===== src/rtl/fwbm_pkg.sv =====
package fwbm_pkg;

  typedef struct packed {
    logic one_x;
    logic two_x;
    logic neg;
  } booth_sel_t;

endpackage


===== src/rtl/fwbm_booth_enc.sv =====
module fwbm_booth_enc
  import fwbm_pkg::*;
(
  input  logic [2:0]  grp_i,  // {b[2j+1], b[2j], b[2j-1]}
  output booth_sel_t  sel_o
);

  always_comb begin
    sel_o.one_x = grp_i[1] ^ grp_i[0];
    sel_o.two_x = (grp_i == 3'b011) | (grp_i == 3'b100);
    // no negate for the zero digit 111, so its row stays all zero
    sel_o.neg   = grp_i[2] & ~(grp_i[1] & grp_i[0]);
  end

endmodule


===== src/rtl/fwbm_pp_row.sv =====
module fwbm_pp_row
  import fwbm_pkg::*;
#(
  parameter int N = 16,
  parameter int W = 4,
  parameter int J = 0
) (
  input  logic [N-1:0]   a_i,
  input  booth_sel_t     sel_i,
  output logic [N+W-1:0] row_o,
  output logic [N+W-1:0] neg_o,
  output logic           neg_lo_o
);

  localparam int L  = N - W;
  localparam int KW = N + W;
  localparam int SH = 2 * J;

  logic [N:0]     mag;
  logic [N:0]     inv;
  logic [2*N-1:0] full;

  always_comb begin
    if (sel_i.one_x)      mag = {a_i[N-1], a_i};
    else if (sel_i.two_x) mag = {a_i, 1'b0};
    else                  mag = '0;
    inv  = sel_i.neg ? ~mag : mag;
    full = {{(N-1){inv[N]}}, inv} << SH;
    row_o = full[2*N-1:L];
  end

  generate
    if (SH >= L) begin : g_neg_kept
      assign neg_o    = {{(KW-1){1'b0}}, sel_i.neg} << (SH - L);
      assign neg_lo_o = 1'b0;
    end else begin : g_neg_dropped
      assign neg_o    = '0;
      assign neg_lo_o = sel_i.neg;
    end
  endgenerate

endmodule


===== src/rtl/fwbm_comp.sv =====
module fwbm_comp
  import fwbm_pkg::*;
#(
  parameter int N  = 16,
  parameter int CW = 5
) (
  input  booth_sel_t [N/2-1:0] sel_i,
  input  logic [N/2-1:0]       neg_lo_i,
  output logic [CW-1:0]        comp_o
);

  localparam int ND = N / 2;

  logic [CW-1:0] cnt;

  always_comb begin
    cnt = '0;
    for (int j = 0; j < ND; j++) begin
      cnt = cnt + CW'(sel_i[j].one_x | sel_i[j].two_x);
      cnt = cnt + CW'(neg_lo_i[j]);
    end
    comp_o = (cnt + CW'(1)) >> 1;  // halve, round half up
  end

endmodule


===== src/rtl/fwbm_sum.sv =====
module fwbm_sum #(
  parameter int N  = 16,
  parameter int W  = 4,
  parameter int CW = 5
) (
  input  logic [N/2-1:0][N+W-1:0] row_i,
  input  logic [N/2-1:0][N+W-1:0] neg_i,
  input  logic [CW-1:0]           comp_i,
  output logic [N-1:0]            p_o
);

  localparam int ND = N / 2;
  localparam int KW = N + W;

  logic [KW-1:0] acc;

  always_comb begin
    acc = {{(KW-CW){1'b0}}, comp_i};
    for (int j = 0; j < ND; j++) begin
      acc = acc + row_i[j] + neg_i[j];
    end
    p_o = acc[KW-1:W];
  end

endmodule


===== src/rtl/fwbm_top.sv =====
module fwbm_top
  import fwbm_pkg::*;
#(
  parameter int N = 16,
  parameter int W = 4
) (
  input  logic [N-1:0] a_i,
  input  logic [N-1:0] b_i,
  output logic [N-1:0] p_o
);

  localparam int ND = N / 2;
  localparam int KW = N + W;
  localparam int CW = $clog2(N + 2);

  logic [N:0]               b_ext;
  booth_sel_t [ND-1:0]      sel;
  logic [ND-1:0][KW-1:0]    rows;
  logic [ND-1:0][KW-1:0]    negs;
  logic [ND-1:0]            neg_lo;
  logic [CW-1:0]            comp;

  assign b_ext = {b_i, 1'b0};

  generate
    for (genvar j = 0; j < ND; j++) begin : g_digit
      fwbm_booth_enc u_enc (
        .grp_i (b_ext[2*j+2:2*j]),
        .sel_o (sel[j])
      );
      fwbm_pp_row #(.N(N), .W(W), .J(j)) u_row (
        .a_i      (a_i),
        .sel_i    (sel[j]),
        .row_o    (rows[j]),
        .neg_o    (negs[j]),
        .neg_lo_o (neg_lo[j])
      );
    end
  endgenerate

  fwbm_comp #(.N(N), .CW(CW)) u_comp (
    .sel_i    (sel),
    .neg_lo_i (neg_lo),
    .comp_o   (comp)
  );

  fwbm_sum #(.N(N), .W(W), .CW(CW)) u_sum (
    .row_i  (rows),
    .neg_i  (negs),
    .comp_i (comp),
    .p_o    (p_o)
  );

endmodule


===== config.mk =====
export PLATFORM = sky130hd
export DESIGN_NAME = fwbm_top
export DESIGN_NICKNAME = d
export VERILOG_FILES = /design/src/rtl/fwbm_pkg.sv /design/src/rtl/fwbm_booth_enc.sv /design/src/rtl/fwbm_pp_row.sv /design/src/rtl/fwbm_comp.sv /design/src/rtl/fwbm_sum.sv /design/src/rtl/fwbm_top.sv
export SDC_FILE = /design/constraint.sdc
export NUM_CORES = 1
export LEC_CHECK = 0
export CELL_PAD_IN_SITES_DETAIL_PLACEMENT = 1
export CELL_PAD_IN_SITES_GLOBAL_PLACEMENT = 1
export CORE_AREA = 4 4 146 113
export DETAILED_ROUTE_END_ITERATION = 6
export DIE_AREA = 0 0 150 117
export DONT_BUFFER_PORTS = 1
export GPL_TIMING_DRIVEN = 0
export PLACE_DENSITY_LB_ADDON = 0.08
export SYNTH_ARGS = -nofsm -noshare
export SYNTH_HDL_FRONTEND = slang
export SYNTH_SLANG_ARGS = --single-unit

===== constraint.sdc =====
create_clock -name vclk -period 35.1
set_input_delay 7.02 -clock vclk [all_inputs]
set_output_delay 7.02 -clock vclk [all_outputs]
set_load 0.02 [all_outputs]

==> summary.txt <==
Global route
  • GRT Total Usage: 32.0%
  • Wire length of the first global-routing pass: 43.5 mm
  • Initial antenna violation count: 0
  • Vias in the first global route: between 7000 and 8000
  • Gr ovfl total: 0
  • Pin count of the biggest net entering global routing: 13

Drt
  • Via Count: roughly 7600
  • Routed Antenna Nets: 0
  • Initial DRC count: 869
  • Per-cell routed wire length: ~22 um
  • DR vias/cell: between 6 and 7
  • Pre-antenna DRT Iters: 5
  • DRT Wirelength: ~28 mm
  • DRC Markers: 0

STA
  • Fin Setup TNS: 0 ns
  • Final setup viols: 0
  • Max Slew Vio Count: 0
  • Min Tclk post-route: 24.53 ns
  • Slew margin rel.: between 30% and 40%
  • Highest achievable clock rate: ~40 MHz
  • Tcrit/Tclk final: between 60% and 70%
  • PnR worst setup slack: between 10 and 15 ns
  • Unrepaired setup endpoints after global routing: false
  • Hold Slack: approximately 15 ns
  • Hold Fails Final Rpt: 0
  • Worst Tran Pin Value: just over 1 ns

Critical path
  • Crit path top cell by count: fa_1
  • Max stage delay cell, worst path: o31ai_1
  • Req. time, crit path: about 28 ns
  • Crit Path Class: in2out
  • CP max FO: 12
  • WP buf/inv: 11
  • Worst Path Arrival: roughly 18 ns
  • CP peak stage delay: slightly below 0.7 ns
  • Family with the most delay on the worst path: adder cells
  • Critical path endpoint category: output pin
  • Setup crit start kind: input port

Final layout
  • Area growth, synth to finish: 3.47%
  • Antenna diodes: 0
  • Most frequent cells in the layout: 159 x nand2_1, 103 x inv_1, 99 x fa_1
  • Share of layout cells above drive strength 1: under 10%
  • Reg area: 0 um2
  • Seq Cell Count: 0
  • Post-layout nets: 1216
  • Most common cell after layout, fill and taps aside: nand2_1
  • CLK BUF: 0

Synthesis
  • Synth unique cells: 55
  • Netlist Area Pre-Place: about 0.0074 mm2
  • Synthesized netlist cell count: just over 1000
  • Post-synth top area cell: fa_1
  • Synth top area cells: fa_1 27%, xnor2_1 9.8%, ha_1 8.3%
  • Register area share after synthesis: 0%
  • Yosys top cell area share: a little over a quarter
  • Synth warn: 0
  • Syn Area/Cell: between 7 and 8 um2
  • Post-synthesis net count: ~1200

Placed design
  • DP Worst Slack: 10.72 ns
  • Port-buffer cells: 0
  • RePlAce Congestion: around 0.96
  • HPWL after DPL: around 23 mm

Floorplan
  • Initial core utilization: about half
  • Row cnt: 39
  • Die footprint: 0.0176 mm2
  • I/O pin cnt: between 40 and 50
  • Core area: 0.0150 mm2
  • Die Width: approximately 150 um
  • Die height: between 100 and 150 um

Clocking
  • Post_cts resized: 0
  • Setup Buffers After CTS: 0
  • Cts hold-fix bufs: 0

Worst hold path
  • HP Class: in2out

Outcome
  • Outcome: finished, final reports clean

Flow run
  • Reported max-cap violation count: 0
## final timing paths
kind / from / end / slack [ns] / depth (start not counted)
worst max-delay path: b_i[13] / p_o[13] / 10.57 / 35
worst min-delay path: b_i[13] / p_o[0] / 14.58 / 3
## per-layer routing
| metal | share of wire, % | vias up | global-route usage [%] |
|---|---|---|---|
| met1 | 45 | 3669 | 46.0 |
| met5 | 0 | - | 0 |
| li1 | - | 3472 | - |
| met4 | 3.5 | 0 | 7.68 |
| met3 | 8.4 | 75 | 4.50 |
| met2 | 43 | 339 | 51.2 |
## cell usage after synthesis (2+ instances only)
cell type	count
inv_1	103
nand2_1	159
nand2b_1	10
o22ai_1	21
o31ai_1	3
fa_1	99
xnor2_1	83
nand3b_1	2
a21oi_1	81
o21a_1	6
a221oi_1	2
a31o_1	2
o21bai_1	2
buf_1	18
a311oi_1	26
nand3_1	16
o21ai_0	68
nor2b_1	5
and3b_1	2
o211ai_1	2
nor2_1	73
nor3_1	3
nor3b_1	3
ha_1	49
a21oi_2	2
a21o_1	9
and3_1	4
a211oi_1	65
xor2_1	12
buf_2	7
o21ai_2	3
clkbuf_1	71
## metrics by stage
step,instance area (um2),utilization [%],instances
3_3_place_gp,7650,50.9,1239
2_1_floorplan,7390,-,1034
5_1_grt,7650,50.9,1239
3_5_place_dp,7650,50.9,1239
6_report,7650,50.9,1239
4_1_cts,7650,50.9,1239
## final cells by class
type / instances / area, um2
Buffer: 98 / 388
Inverter: 104 / 390
Multi-Input combinational cell: 832 / 6610
Fill cell: 1993 / 7380
Tap cell: 205 / 256
## kinds of logic (layout without fill, tap and decap cells)
logic type,count (synthesis),count (layout),share of synthesized area [%]
AO/OA/AOI/OAI,303,303,26.6
buffers and inverters,202,202,10.5
adder cells (fa/ha/maj),148,148,35.1
multiplexers,1,1,0.135
XOR/XNOR,95,95,11.3
AND/OR/NAND/NOR,285,285,16.3
Power is left out: the tool's default activity adds up to more than one toggle a clock period on the data nets, which glitch-free logic cannot reach.
